--- src/rtl/intlvl_pkg.sv ---
// Shared constants and types for the grouped-priority interrupt controller.
// Assumes eight levels in three fixed groups (2, 3 and 3 levels).
package intlvl_pkg;
    localparam int NUM_LVL = 8;
    localparam int LVL_W   = $clog2(NUM_LVL);
    localparam int DATA_W  = 8;
    localparam int ADDR_W  = 2;
    localparam int NUM_GRP = 3;

    typedef logic [LVL_W-1:0] lvl_t;

    typedef enum logic [1:0] {
        GRP_A = 2'd0,
        GRP_B = 2'd1,
        GRP_C = 2'd2
    } grp_e;

    typedef enum logic [ADDR_W-1:0] {
        RA_MASK = 2'd0,
        RA_PRIO = 2'd1,
        RA_PEND = 2'd2,
        RA_MODE = 2'd3
    } reg_addr_e;

    // Group geometry: size and first level of each group.
    function automatic int grp_size(input int g);
        return (g == 0) ? 2 : 3;
    endfunction

    function automatic int grp_base(input int g);
        return (g == 0) ? 0 : ((g == 1) ? 2 : 5);
    endfunction
endpackage

--- src/rtl/intlvl_pending.sv ---
// Pending flags, one per level.
// Assumes request and acknowledge are single-cycle strobes. A request
// in the same cycle as an acknowledge of the same level keeps the flag set.
module intlvl_pending
    import intlvl_pkg::*;
#(
    parameter int N = NUM_LVL
) (
    input  logic         clk,
    input  logic         rst_n,
    input  logic [N-1:0] req,
    input  logic         ack,
    input  lvl_t         ack_lvl,
    output logic [N-1:0] pend
);
    for (genvar i = 0; i < N; i++) begin : g_flag
        logic clr;
        // Decode the acknowledge for this level.
        assign clr = ack && (ack_lvl == lvl_t'(i));
        // Latch the request, drop the flag on acknowledge.
        always_ff @(posedge clk) begin
            if (!rst_n) pend[i] <= 1'b0;
            else        pend[i] <= req[i] | (pend[i] & ~clr);
        end
    end
endmodule

--- src/rtl/intlvl_regs.sv ---
// Register file: mask, priority, mode (global enable and fast bit), and the
// sticky mask-write error. Read data is a plain mux on the address.
// Assumes ei/di are single-cycle strobes that take precedence over bus writes.
module intlvl_regs
    import intlvl_pkg::*;
(
    input  logic              clk,
    input  logic              rst_n,
    input  logic              wr,
    input  logic [ADDR_W-1:0] addr,
    input  logic [DATA_W-1:0] wdata,
    input  logic              ei,
    input  logic              di,
    input  logic [NUM_LVL-1:0] pend,
    output logic [NUM_LVL-1:0] mask,
    output logic [DATA_W-1:0] prio,
    output logic              gie,
    output logic              fast,
    output logic              err,
    output logic [DATA_W-1:0] rdata
);
    logic wr_mask, wr_prio, wr_mode;
    logic unused_wdata_hi;

    assign wr_mask = wr && (addr == RA_MASK);
    assign wr_prio = wr && (addr == RA_PRIO);
    assign wr_mode = wr && (addr == RA_MODE);
    assign unused_wdata_hi = ^wdata[DATA_W-1:2];

    // Mask and priority registers.
    always_ff @(posedge clk) begin
        if (!rst_n) begin
            mask <= '0;
            prio <= '0;
        end else begin
            if (wr_mask) mask <= wdata[NUM_LVL-1:0];
            if (wr_prio) prio <= wdata;
        end
    end

    // Global enable: disable strobe, then enable strobe, then bus write.
    always_ff @(posedge clk) begin
        if (!rst_n)       gie <= 1'b0;
        else if (di)      gie <= 1'b0;
        else if (ei)      gie <= 1'b1;
        else if (wr_mode) gie <= wdata[0];
    end

    // Fast-interrupt enable, stored only.
    always_ff @(posedge clk) begin
        if (!rst_n)       fast <= 1'b0;
        else if (wr_mode) fast <= wdata[1];
    end

    // Sticky error for a mask write while globally enabled.
    always_ff @(posedge clk) begin
        if (!rst_n)                err <= 1'b0;
        else if (wr_mask && gie)   err <= 1'b1;
    end

    // Read mux.
    always_comb begin
        unique case (addr)
            RA_MASK: rdata = mask;
            RA_PRIO: rdata = prio;
            RA_PEND: rdata = pend;
            default: rdata = {{(DATA_W-2){1'b0}}, fast, gie};
        endcase
    end
endmodule

--- src/rtl/intlvl_grp_arb.sv ---
// Fixed-size group arbiter for a 2- or 3-level group.
// head_sel=1 puts the highest level of the group first. For N=3,
// tail_swap reverses the two remaining levels. For N=2, tail_swap has no effect.
module intlvl_grp_arb
    import intlvl_pkg::*;
#(
    parameter int N    = 3,
    parameter int BASE = 2
) (
    input  logic [N-1:0] elig,
    input  logic         head_sel,
    input  logic         tail_swap,
    output logic         hit,
    output lvl_t         lvl
);
    logic [2:0] e3;
    logic [1:0] ord [3];
    logic       unused_tail;

    assign e3          = 3'(elig);
    assign unused_tail = tail_swap;

    // Build the in-group order from the two control bits.
    always_comb begin
        if (N == 2) begin
            ord[0] = head_sel ? 2'd1 : 2'd0;
            ord[1] = head_sel ? 2'd0 : 2'd1;
            ord[2] = 2'd0;
        end else if (!head_sel) begin
            ord[0] = 2'd0;
            ord[1] = tail_swap ? 2'd2 : 2'd1;
            ord[2] = tail_swap ? 2'd1 : 2'd2;
        end else begin
            ord[0] = 2'd2;
            ord[1] = tail_swap ? 2'd1 : 2'd0;
            ord[2] = tail_swap ? 2'd0 : 2'd1;
        end
    end

    // Pick the first eligible level in order (scan from the back).
    always_comb begin
        hit = 1'b0;
        lvl = '0;
        for (int i = N - 1; i >= 0; i--) begin
            if (e3[ord[i]]) begin
                hit = 1'b1;
                lvl = lvl_t'(BASE) + lvl_t'(ord[i]);
            end
        end
    end
endmodule

--- src/rtl/intlvl_arbiter.sv ---
// Two-stage priority resolver: one arbiter per group, then a group-order
// selector driven by priority bits [2:0]. Output level is 0 when nothing wins.
module intlvl_arbiter
    import intlvl_pkg::*;
(
    input  logic [NUM_LVL-1:0] elig,
    input  logic [DATA_W-1:0]  prio,
    output logic               hit,
    output lvl_t               lvl
);
    logic       g_head [NUM_GRP];
    logic       g_swap [NUM_GRP];
    logic       g_hit  [NUM_GRP];
    lvl_t       g_lvl  [NUM_GRP];
    grp_e       go     [NUM_GRP];

    // Route the in-group control bits.
    always_comb begin
        g_head[0] = prio[3];
        g_swap[0] = 1'b0;
        g_head[1] = prio[5];
        g_swap[1] = prio[4];
        g_head[2] = prio[7];
        g_swap[2] = prio[6];
    end

    for (genvar g = 0; g < NUM_GRP; g++) begin : g_grp
        localparam int GN = grp_size(g);
        localparam int GB = grp_base(g);
        intlvl_grp_arb #(.N(GN), .BASE(GB)) i_grp (
            .elig      (elig[GB +: GN]),
            .head_sel  (g_head[g]),
            .tail_swap (g_swap[g]),
            .hit       (g_hit[g]),
            .lvl       (g_lvl[g])
        );
    end

    // Decode the group order code.
    always_comb begin
        case (prio[2:0])
            3'd1:    begin go[0] = GRP_A; go[1] = GRP_C; go[2] = GRP_B; end
            3'd2:    begin go[0] = GRP_B; go[1] = GRP_A; go[2] = GRP_C; end
            3'd3:    begin go[0] = GRP_B; go[1] = GRP_C; go[2] = GRP_A; end
            3'd4:    begin go[0] = GRP_C; go[1] = GRP_A; go[2] = GRP_B; end
            3'd5:    begin go[0] = GRP_C; go[1] = GRP_B; go[2] = GRP_A; end
            default: begin go[0] = GRP_A; go[1] = GRP_B; go[2] = GRP_C; end
        endcase
    end

    // Take the first group in order that has a winner.
    always_comb begin
        hit = 1'b0;
        lvl = '0;
        for (int i = NUM_GRP - 1; i >= 0; i--) begin
            if (g_hit[go[i]]) begin
                hit = 1'b1;
                lvl = g_lvl[go[i]];
            end
        end
    end
endmodule

--- src/rtl/intlvl_ctrl.sv ---
// Top of the grouped-priority interrupt level controller.
// Assumes one clock domain, synchronous active-low reset and single-cycle
// strobes on req_i, ack_i, ei_i, di_i and bus_wr_i.
module intlvl_ctrl
    import intlvl_pkg::*;
(
    input  logic              clk,
    input  logic              rst_n,
    input  logic [7:0]        req_i,
    input  logic              ack_i,
    input  logic [2:0]        ack_level_i,
    input  logic              ei_i,
    input  logic              di_i,
    input  logic              bus_wr_i,
    input  logic [1:0]        bus_addr_i,
    input  logic [7:0]        bus_wdata_i,
    output logic [7:0]        bus_rdata_o,
    output logic              cpu_irq_o,
    output logic [2:0]        irq_level_o,
    output logic              fast_en_o,
    output logic              mask_err_o
);
    logic [NUM_LVL-1:0] pend_q;
    logic [NUM_LVL-1:0] mask_q;
    logic [DATA_W-1:0]  prio_q;
    logic               gie;
    logic               win_hit;
    lvl_t               win_lvl;

    intlvl_pending #(.N(NUM_LVL)) i_pend (
        .clk     (clk),
        .rst_n   (rst_n),
        .req     (req_i),
        .ack     (ack_i),
        .ack_lvl (ack_level_i),
        .pend    (pend_q)
    );

    intlvl_regs i_regs (
        .clk   (clk),
        .rst_n (rst_n),
        .wr    (bus_wr_i),
        .addr  (bus_addr_i),
        .wdata (bus_wdata_i),
        .ei    (ei_i),
        .di    (di_i),
        .pend  (pend_q),
        .mask  (mask_q),
        .prio  (prio_q),
        .gie   (gie),
        .fast  (fast_en_o),
        .err   (mask_err_o),
        .rdata (bus_rdata_o)
    );

    intlvl_arbiter i_arb (
        .elig (pend_q & mask_q),
        .prio (prio_q),
        .hit  (win_hit),
        .lvl  (win_lvl)
    );

    // CPU request gated by the global enable.
    assign cpu_irq_o   = gie & win_hit;
    assign irq_level_o = win_lvl;
endmodule

--- config.mk ---
export PLATFORM = sky130hd
export DESIGN_NAME = intlvl_ctrl
export DESIGN_NICKNAME = d
export VERILOG_FILES = /design/src/rtl/intlvl_pkg.sv /design/src/rtl/intlvl_pending.sv /design/src/rtl/intlvl_regs.sv /design/src/rtl/intlvl_grp_arb.sv /design/src/rtl/intlvl_arbiter.sv /design/src/rtl/intlvl_ctrl.sv
export SDC_FILE = /design/constraint.sdc
export NUM_CORES = 1
export LEC_CHECK = 0
export ABC_CLOCK_PERIOD_IN_PS = 2670
export BUFFER_PORTS_ARGS = -buffer_cell sky130_fd_sc_hd__clkbuf_2
export CORE_MARGIN = 3
export CORE_UTILIZATION = 51
export CTS_CLUSTER_DIAMETER = 50
export DETAILED_ROUTE_END_ITERATION = 12
export GPL_TIMING_DRIVEN = 1
export PLACE_DENSITY = 0.76
export SETUP_SLACK_MARGIN = 0.15
export SKIP_LAST_GASP = 1
export SYNTH_ARGS = -nofsm -noshare
export SYNTH_HDL_FRONTEND = slang
export SYNTH_HIERARCHICAL = 1
export SYNTH_SLANG_ARGS = --single-unit
export TNS_END_PERCENT = 20
--- constraint.sdc ---
create_clock -name clk -period 2.67 [get_ports clk]
set_input_delay 0.267 -clock clk [delete_from_list [all_inputs] [get_ports clk]]
set_output_delay 0.267 -clock clk [all_outputs]
set_load 0.03 [all_outputs]
# ---- After elaboration in Yosys (flattened, before gate mapping)
# Cells that the tools add are included.
dict set report classes {
  n_eq_ne 15
  addsub 6
  reduce_logical 16
  order_cmp 11
  bitwise 30
  mux 72
}
# cell n
set ops {}
lappend ops {{2-to-1 mux 3 bit} 16}
lappend ops {{2-to-1 mux 1 bit} 34}
lappend ops {{case mux 6 bit (5 select lines)} 1}
lappend ops {{case mux 8 bit (3 select lines)} 1}
lappend ops {{binary-select mux 1 bit (select 2 bit)} 11}
lappend ops {{< comparator 2 x 3 -> 1 bit (second input constant)} 7}
lappend ops {{binary-select mux 3 bit (select 2 bit)} 3}
lappend ops {{== test 3 bit (second input constant)} 6}
lappend ops {{== test 3 x 2 -> 1 bit (second input constant)} 4}
lappend ops {{logical AND 1 bit} 12}
lappend ops {{2-to-1 mux 6 bit} 2}
lappend ops {{adder 2 x 2 -> 3 bit (first input constant)} 3}
lappend ops {{adder 3 x 2 -> 3 bit (first input constant)} 3}
lappend ops {{AND 1 bit} 9}
lappend ops {{greater-or-equal comparator 3 bit (second input constant)} 3}
lappend ops {{NOT 1 bit} 9}
lappend ops {{NOT 2 -> 3 bit} 3}
lappend ops {{AND 8 bit} 1}
lappend ops {{2-to-1 mux 2 bit} 4}
lappend ops {{OR 1 bit} 8}
lappend ops {{== test 3 x 1 -> 1 bit (second input constant)} 2}
lappend ops {{== test 2 bit (second input constant)} 2}
lappend ops {{zero test 3 bit} 1}
lappend ops {{< comparator 1 x 3 -> 1 bit (second input constant)} 1}
lappend ops {{4 further kinds} 4}
dict set report word_totals {
  wordCells 163
  output_inout_bits 14
  regBits 27
  input_bits 27
}

# ---- Longest topological paths before layout
# Gate-level depths: netlist of run 1.
dict set report depth {
  word_depth 14
  depth_mapped 12
  depth_no_buf 11
}

# ---- By module
# The synthesis of run 1 kept the hierarchy.
# mod cells_each seq_area_each_um2 n_inst area_each_um2
set modules_own_cells {}
lappend modules_own_cells {intlvl_regs 96 380.4 1 929.6}
lappend modules_own_cells {intlvl_arbiter 83 0.0 1 606.8}
lappend modules_own_cells {intlvl_pending 39 160.2 1 352.8}
lappend modules_own_cells {{intlvl_grp_arb (i_arb.g_grp[1].i_grp)} 30 0.0 1 231.5}
lappend modules_own_cells {{intlvl_grp_arb (i_arb.g_grp[2].i_grp)} 26 0.0 1 188.9}
lappend modules_own_cells {intlvl_ctrl 9 0.0 1 56.3}
lappend modules_own_cells {{intlvl_grp_arb (i_arb.g_grp[0].i_grp)} 6 0.0 1 36.3}

# ---- Worst setup path after synthesis of run 1
# No wires, ideal clock.
dict set report synth_timing {
  path_kind {reg2out}
  from {register i_regs.prio[7]}
  to {output irq_level_o[0]}
  t_arrival_ns 2.556
  required_time_ns 2.403
  path_buffers 1
  stages_incl_launch_ff 12
  path_slack_ns -0.153
  path_cell_list {dfxtp_1 -> inv_1 -> ha_1 -> buf_4 -> a21o_2 -> a22oi_1 -> nand3b_1 -> and2b_1 -> mux4_2 -> o2bb2ai_2 -> o21ai_2 -> a21oi_2}
}
# item line_no
set synth_lines {}
lappend synth_lines {{start: declaration} intlvl_regs.sv:16} ;# output logic [DATA_W-1:0] prio,
lappend synth_lines {{start signal: assignment} intlvl_regs.sv:37} ;# if (wr_prio) prio <= wdata;
lappend synth_lines {{end: declaration} intlvl_ctrl.sv:19} ;# output logic [2:0] irq_level_o,

==> results of run 1 <==
==> worst register-to-register path, stage by stage (launching register included) <==
cell	delay [ns]
dfxtp_1	0.61
mux2i_1	0.14
nor2_1	0.10
==> metrics by stage <==
step | instance area, µm² | TNS [ns] | hold WS [ns] | cells
3_5_place_dp | 2840 | -0.422 | 0.461 | 393
6_report | 2990 | -0.935 | 0.177 | 400
5_1_grt | 2990 | -1.37 | 0.167 | 400
3_3_place_gp | 2840 | -0.314 | 0.457 | 393
2_1_floorplan | 2480 | 0 | 0.336 | 289
4_1_cts | 2980 | -1.05 | 0.165 | 400
==> flip-flops by register name, indices dropped and copies added, names as in the netlist <==
signal and cells:
i_regs/err 1, i_pend/pend 8, i_regs/gie 1, i_regs/prio 8, i_regs/mask 8, i_regs/fast 1
==> layer usage <==
layer  global-route usage  vias to the layer above
met2                0.372                       55
met4               0.0652                        0
met5                    0                        -
met1                0.306                     1056
li1                     -                     1162
met3               0.0203                        6
==> final cells by class <==
cell class	count	area share
repair buffers	73	0.160
multi-input cells	227	0.598
inverters	17	0.0222
well taps	52	0.0218
flip-flops and latches	27	0.183
clock buffers	4	0.0151
==> worst paths after layout <==
path                  start             end  slack, ns  cells past startpoint
max reg2reg  i_regs/prio[0]  i_regs/prio[0]       1.77                      2
max          i_regs/prio[6]  irq_level_o[2]      -0.32                     11
min reg2reg  i_regs/prio[3]  i_regs/prio[3]       0.51                      2
min                    di_i      i_regs/gie       0.18                      2
==> what timing repair did <==
action / 4_1_cts / 5_1_grt
setup buffers: 3 / 0
gates resized for setup: 16 / 5
endpoints found under the setup margin: 4 / 4
pin swaps: 11 / 3
==> power groups by stage <==
| stage | logic, µW | clock network, µW | registers (µW) |
|---|---|---|---|
| detailed placement | 254 | 0 | 446 |
| global route | 293 | 250 | 440 |
| global placement | 249 | 0 | 445 |
| floorplan | 177 | 0 | 442 |
| CTS | 265 | 238 | 437 |
| finish | 268 | 233 | 437 |
==> run_results.csv, run 1 <==
group,metric,value,unit
finish,seq_area,547,µm²
global_route,grt_pass1_vias,2082,
routing,wl_met3,212,µm
timing,fin_skew,0.000155,ns
clock_tree,htreeDepth,1,
pwr,seq_power_share,0.466,
logic_synthesis,syn_avg_cell_area,8.33,µm²
routing,wl_met2,2800,µm
pwr,ir_worst_vdd,298,µV
status,outcome,"finished with violations",
routing,first_pass_iters,4,
clock_tree,hold_buffers,0,
status,violations,"setup timing",
clock_tree,clk_pin_slew,0.09,ns
setup_path,critPathKind,"register to primary output",
logic_synthesis,synthCells,288,
floorplan,start_util,0.540,
routing,drt_iter0_markers,81,
placement,place.detailed.hpwl,4510,µm
clock_tree,clk_path_buf_depth,2,
setup_path,slowest_delay,0.49,ns
run,cap_violations,0,
setup_path,critical_path.n_buffers_inverters,2,
global_route,gr-total-overflow,0,
clock_tree,tritoncts,"built",
pwr,p_per_area,314,nW/µm²
timing,max_freq,0.335,GHz
timing,rsz0062_at_grt,"true",
clock_tree,clock-sinks,27,
finish,diodes,0,
pwr,leakagePower,0.00126,µW
routing,vias_per_cell,5.70,
routing,top_layer_used,"met4",
timing,max-slew-margin-rel,0.641,
floorplan,num_rows,24,
global_route,antenna_found_initial,0,
setup_path,cp.required,2.40,ns
timing,tightest_slew,0.536,ns
finish,layout.filler_cells,370,
routing,drt_wl_total,5830,µm
finish,layout_common_cells,"clkbuf_2 (37), buf_4 (33), mux2i_1 (25), dfxtp_1 (24), nand2_1 (22)",
pwr,internal-power,650,µW
routing,drc,0,
finish,areaGrowthSynthToFinish,24.5,%
timing,min_period,2.99,ns
finish,utilization,0.672,
floorplan,die_x,74.6,µm
worst_hold_path,hp-class,"input port to register",
timing,setup_ws,-0.317,ns
floorplan,dieHeight,74.6,µm
clock_tree,cts-root-buf,"clkbuf_8",
routing,drtAntennaViolNets,0,
placement,gp_congestion,0.845,
routing,vias,2279,
finish,nets,382,
pwr,power,938,µW
setup_path,crit_chain,"inv_2 > ha_4 > mux2i_1 > o21a_1 > nand3b_1 > and2b_1 > mux4_2 > o2bb2ai_4 > o21ai_2 > a21oi_4 > buf_8",
routing,m1WireLength,2770,µm
setup_path,worstSetupStartpointType,"register",
global_route,grt_start_max_net_pins,21,
pwr,clkPwrFrac,0.248,
setup_path,cpLargestDelayFamily,"multiplexers",
timing,finalCritPeriodShare,1.12,
pwr,p_comb_frac,0.286,
setup_path,crit_arrival,2.72,ns
placement,numPortBuffers,40,
finish,layout-drive-gt1-share,0.342,
placement,pre_cts_ws,-0.148,ns
logic_synthesis,ys_warn_count,6,
setup_path,cp_max_fo,5,
timing,setup_viol,3,
timing,hold_viol,0,
floorplan,core_area,4440,µm²
clock_tree,cts_buffers,3,
global_route,grt_pass1_wl,9760,µm
timing,slew_violations,0,
pwr,switchingPower,288,µW
pwr,swShare,0.307,
setup_path,endpoint_kind,"primary output",
routing,wire_per_inst,14.6,µm
finish,mostFrequentLayoutCell,"clkbuf_2",
floorplan,dieArea,5560,µm²
clock_tree,insertion_delay,0.27,ns
finish,multi_input_area,1780,µm²
floorplan,io_pins,41,
logic_synthesis,synth_area,2400,µm²
global_route,grt_use_total,0.223,
setup_path,cpMaxStageDelayCell,"mux4_2",
Note: power is estimated with default switching activity, not from simulation.
==> run 2: changes to the inputs <==
--- a/config.mk
+++ b/config.mk
@@ -6,11 +6,11 @@
 export NUM_CORES = 1
 export LEC_CHECK = 0
 export ABC_CLOCK_PERIOD_IN_PS = 2670
-export BUFFER_PORTS_ARGS = -buffer_cell sky130_fd_sc_hd__clkbuf_2
 export CORE_MARGIN = 3
-export CORE_UTILIZATION = 51
+export CORE_UTILIZATION = 58
 export CTS_CLUSTER_DIAMETER = 50
 export DETAILED_ROUTE_END_ITERATION = 12
+export DONT_BUFFER_PORTS = 1
 export GPL_TIMING_DRIVEN = 1
 export PLACE_DENSITY = 0.76
 export SETUP_SLACK_MARGIN = 0.15
==> run 2 against run 1 <==
The run still ends with setup timing left. Die area decreased by 11%. Power is 6.8% lower. Core utilization up 2.5 points. Routed wire length down 1.3%. Hold slack worse by 0.12 ns. Critical path type unchanged. Critical endpoint is now irq_level_o[1]. Largest power group unchanged.
==> run_results.csv, run 2 (same netlist as run 1, synthesis figures left out) <==
group,metric,value,unit
setup_path,worstSetupStartpointType,"register",
worst_hold_path,hp-class,"input port to register",
finish,diodes,0,
timing,rsz0062_at_grt,"true",
routing,first_pass_iters,4,
status,outcome,"finished with violations",
floorplan,start_util,0.627,
timing,setup_ws,-0.273,ns
finish,areaGrowthSynthToFinish,11.2,%
clock_tree,clock-sinks,27,
floorplan,die_x,70.3,µm
timing,tightest_slew,0.980,ns
setup_path,rr_endpoint,"i_regs/prio[2]",
floorplan,core_area,3830,µm²
timing,setup_viol,3,
routing,drtAntennaViolNets,0,
floorplan,num_rows,22,
global_route,use_met1,0.321,
floorplan,dieArea,4940,µm²
global_route,use_met3,0.0475,
timing,slew_violations,0,
status,violations,"setup timing",
pwr,leakagePower,0.00103,µW
timing,finalCritPeriodShare,1.10,
finish,nets,334,
global_route,grt_use_total,0.236,
worst_hold_path,min_to,"i_regs/gie",
floorplan,dieHeight,70.3,µm
pwr,power,874,µW
clock_tree,tritoncts,"built",
clock_tree,cts_buffers,3,
global_route,grt_start_max_net_pins,21,
clock_tree,cts-root-buf,"clkbuf_8",
pwr,ir_worst_vdd,411,µV
setup_path,endpoint_kind,"primary output",
routing,vias_per_cell,6.11,
placement,numPortBuffers,0,
worst_hold_path,hold_start,"di_i",
timing,max_freq,0.340,GHz
timing,max-slew-margin-rel,0.344,
clock_tree,insertion_delay,0.26,ns
timing,fin_skew,0.000138,ns
routing,vias,2125,
global_route,gr-total-overflow,0,
finish,layout-drive-gt1-share,0.227,
run,cap_violations,0,
routing,wire_per_inst,16.5,µm
setup_path,cp_max_fo,7,
floorplan,io_pins,41,
global_route,grt_use_met2,0.383,
placement,gp_congestion,0.872,
global_route,grt_pass1_wl,9740,µm
setup_path,cp.required,2.40,ns
finish,layout_common_cells,"mux2i_1 (25), buf_4 (25), dfxtp_1 (24), nand2_1 (22), o21ai_0 (22)",
clock_tree,hold_buffers,0,
clock_tree,clk_pin_slew,0.08,ns
routing,drt_wl_total,5760,µm
finish,reg.largest.list,"i_pend/pend: 8 flops, i_regs/mask: 8 flops, i_regs/prio: 8 flops",
pwr,p_per_area,328,nW/µm²
routing,drc,0,
clock_tree,htreeDepth,1,
setup_path,critPathKind,"register to primary output",
global_route,grt_pass1_vias,2053,
global_route,top_usage_layer,"met2",
placement,pre_cts_ws,-0.0873,ns
setup_path,crit_arrival,2.68,ns
placement,place.detailed.hpwl,4440,µm
setup_path,rrSetupSlack,1.62,ns
clock_tree,clk_path_buf_depth,2,
routing,drt_iter0_markers,146,
setup_path,r2r_cells,2,
setup_path,r2r-start,"i_regs/prio[2]",
timing,hold_viol,0,
global_route,antenna_found_initial,0,
timing,min_period,2.94,ns
worst_hold_path,min_path_cells,1,
## run 2: cell types whose count changed in the layout (fill, tap and decap cells not counted), moves of 2 or more
| cell | change |
|---|---|
| buf_4 | -8 |
| clkbuf_2 | -37 |
| o21ai_1 | -2 |
| buf_8 | -3 |
| o21ai_0 | +2 |
## run 2: final cells by class
cell class	count	area [µm²]
multi-input cells	227	1760
flip-flops and latches	27	547
fillers	320	1160
inverters	17	66.3
clock buffers	4	45.0
repair buffers	25	188
well taps	48	60.1
## run 2: critical path, stage by stage (launching register included)
cell and delay (ns):
dfxtp_2 0.36, inv_2 0.05, ha_4 0.30, mux2i_1 0.21, o21a_1 0.21, nand3b_1 0.18
and2b_1 0.22, mux4_2 0.49, o2bb2ai_4 0.18, o21ai_2 0.10, a21oi_4 0.11
## run 2: repair_timing
action | in CTS | in global routing
endpoints found under the hold margin | 0 | 0
resized for setup | 4 | 1
setup endpoints to repair | 4 | 4
setup buffers | 1 | 1
pin swaps | 1 | 3
## run 2: worst max path at each step
stage / from / endpoint / cells past startpoint
finish: i_regs/prio[6] / irq_level_o[1] / 10
detailed placement: i_regs/prio[5] / irq_level_o[0] / 10
CTS: i_regs/prio[6] / irq_level_o[0] / 10
global route: i_regs/prio[6] / irq_level_o[1] / 10
floorplan: i_regs/prio[7] / irq_level_o[0] / 11
global placement: i_regs/prio[5] / irq_level_o[2] / 10
## run 2: through the flow
step,utilization,area (µm²),instances,hold WS (ns),setup TNS [ns]
5_1_grt,0.697,2670,348,0.0395,-1.09
2_1_floorplan,-,2480,289,0.336,0
3_5_place_dp,0.675,2580,342,0.340,-0.258
4_1_cts,0.694,2660,347,0.0546,-0.773
6_report,0.697,2670,348,0.0608,-0.819
3_3_place_gp,0.675,2580,342,0.337,-0.147
## run 2: where the power goes
part           internal (µW)  leakage [µW]  switching [µW]  total, µW
clock                    107     0.0000228             120        227
combinational           96.2      0.000784             109        206
sequential               421      0.000223            20.8        442
total                    624       0.00103             250        874
## run 2: layer usage
metal | share of wire | vias up
met5 | 0 | -
met4 | 0.0096 | 0
met3 | 0.057 | 6
met2 | 0.48 | 57
met1 | 0.46 | 1001
li1 | - | 1061
==> run 3: changes to the inputs <==
--- a/config.mk
+++ b/config.mk
@@ -5,6 +5,7 @@
 export SDC_FILE = /design/constraint.sdc
 export NUM_CORES = 1
 export LEC_CHECK = 0
+export ABC_AREA = 1
 export ABC_CLOCK_PERIOD_IN_PS = 2670
 export CORE_MARGIN = 3
 export CORE_UTILIZATION = 58
==> run 3 against run 2 <==
The flow now finishes without violations. First-iteration DRC count up 41%. Synthesized cell count rose by 29%. Area after synthesis down 7.2%. Power increased by 12%. Cell area down 7.2%. Register-to-register slack gained 0.20 ns. Critical path depth rose by 1. Core utilization grew 0.57 points. Clock power up 3%. Setup slack better by 0.49 ns. Via count is 8.6% higher. Hold slack better by 0.049 ns. Highest routed layer unchanged.
==> run_results.csv, run 3 <==
group,metric,value,unit
setup_path,critPathKind,"register to primary output",
setup_path,endpoint_kind,"primary output",
finish,stdcell_area,2470,µm²
finish,final_cells,424,
timing,fin_setup_tns,0,ns
timing,tightest_slew,0.631,ns
clock_tree,cts_buffers,3,
finish,layout-drive-gt1-share,0.204,
pwr,leakagePower,0.00119,µW
pwr,ir_worst_vdd,388,µV
timing,max_freq,0.407,GHz
timing,max-slew-margin-rel,0.578,
worst_hold_path,hp-class,"input port to register",
timing,slew_violations,0,
logic_synthesis,synth_area,2230,µm²
routing,drt_wl_total,5600,µm
routing,wire_per_inst,13.2,µm
routing,drt_iter0_markers,206,
floorplan,dieArea,4620,µm²
finish,reg.largest.list,"i_pend/pend: 8 flops, i_regs/mask: 8 flops, i_regs/prio: 8 flops",
routing,drtAntennaViolNets,0,
finish,nets,412,
pwr,p_per_area,396,nW/µm²
setup_path,critical_path.n_buffers_inverters,3,
finish,utilization,0.703,
run,cap_violations,0,
finish,diodes,0,
finish,layout_common_cells,"nand2_1 (120), inv_1 (48), nand3_1 (36), nor2_1 (23), dfxtp_1 (23)",
global_route,grt_use_total,0.253,
placement,pre_cts_ws,0.103,ns
setup_path,worstSetupStartpointType,"register",
timing,finalCritPeriodShare,0.920,
setup_path,cpMaxStageDelayCell,"dfxtp_4",
timing,fin_skew,0.0000130,ns
global_route,grt_pass1_wl,8990,µm
logic_synthesis,ys_warn_count,6,
placement,gp_congestion,1.05,
setup_path,cp.required,2.40,ns
routing,drc,0,
floorplan,io_pins,41,
logic_synthesis,synthCells,372,
timing,setup_ws,0.213,ns
floorplan,die_x,68.0,µm
finish,areaGrowthSynthToFinish,11.1,%
clock_tree,htreeDepth,1,
clock_tree,insertion_delay,0.27,ns
timing,hold_viol,0,
placement,dp_cells,414,
setup_path,crit_chain,"inv_2 > ha_4 > inv_4 > nor2_4 > nor2_2 > nor3b_2 > nand2_2 > o221ai_4 > inv_1 > nand2_1 > nand2_4",
clock_tree,clk_path_buf_depth,2,
setup_path,cp_max_fo,5,
timing,min_period,2.46,ns
floorplan,num_rows,21,
placement,numPortBuffers,0,
routing,first_pass_iters,4,
setup_path,cpLargestDelayFamily,"simple AND/OR/NAND/NOR gates",
floorplan,dieHeight,68.0,µm
routing,vias,2307,
timing,rsz0062_at_grt,"true",
timing,setup_viol,0,
routing,vias_per_cell,5.44,
finish,mostFrequentLayoutCell,"nand2_1",
finish,layout.filler_cells,321,
clock_tree,cts-root-buf,"clkbuf_8",
placement,place.detailed.hpwl,4230,µm
setup_path,crit_arrival,2.19,ns
setup_path,slowest_delay,0.37,ns
floorplan,start_util,0.632,
clock_tree,clock-sinks,27,
global_route,grt_pass1_vias,2115,
logic_synthesis,syn_avg_cell_area,5.98,µm²
placement,post_dp_cell_area,2250,µm²
clock_tree,clk_pin_slew,0.10,ns
clock_tree,tritoncts,"built",
status,outcome,"completed",
global_route,grt_start_max_net_pins,18,
global_route,antenna_found_initial,0,
global_route,gr-total-overflow,0,
floorplan,core_area,3520,µm²
==> run 3: power breakdown <==
part           total (µW)  internal (µW)  leakage [µW]  switching, µW
Clock                 233            106     0.0000217            127
Combinational         306            102      0.000939            204
Sequential            441            421      0.000225           19.9
Total                 980            629       0.00119            351
==> run 3: final cells by class <==
| class | count | area (µm²) | share of cell area |
|---|---|---|---|
| multi-input combinational | 278 | 1530 | 0.617 |
| clock inverter | 1 | 7.51 | 0.00303 |
| timing repair buffer | 6 | 48.8 | 0.0197 |
| tap | 46 | 57.6 | 0.0233 |
| inverter | 63 | 239 | 0.0966 |
| clock buffer | 3 | 41.3 | 0.0167 |
| sequential | 27 | 553 | 0.224 |
==> run 3: per-stage QoR <==
stage	power, µW	hold slack (ns)
final	980	0.109
after global routing	1030	0.109
after CTS	948	0.106
after detailed placement	709	0.397
after global placement	707	0.385
after floorplan	671	0.384
==> run 3: per-layer routing <==
metal  track usage  wire, µm  vias up
met4        0.0670       117        0
met2         0.413      2580       82
li1              -         -     1177
met5             0         0        -
met1         0.326      2470     1038
met3        0.0706       430       10
==> run 3: final timing paths <==
kind | start | endpoint | slack (ns) | cells past startpoint
worst max-delay path | i_regs/prio[4] | irq_level_o[0] | 0.21 | 11
worst min-delay path | req_i[5] | i_pend/pend[5] | 0.11 | 2
worst max register to register | i_regs/fast | i_regs/fast | 1.82 | 2
worst min register to register | i_pend/pend[2] | i_pend/pend[2] | 0.49 | 2
==> run 3: what timing repair did <==
action                                  in CTS  in global routing
resized for setup                           11                 23
buffers inserted                             1                  5
endpoints found under the setup margin       4                  4
hold buffers                                 0                  0
pin swaps                                    1                 13
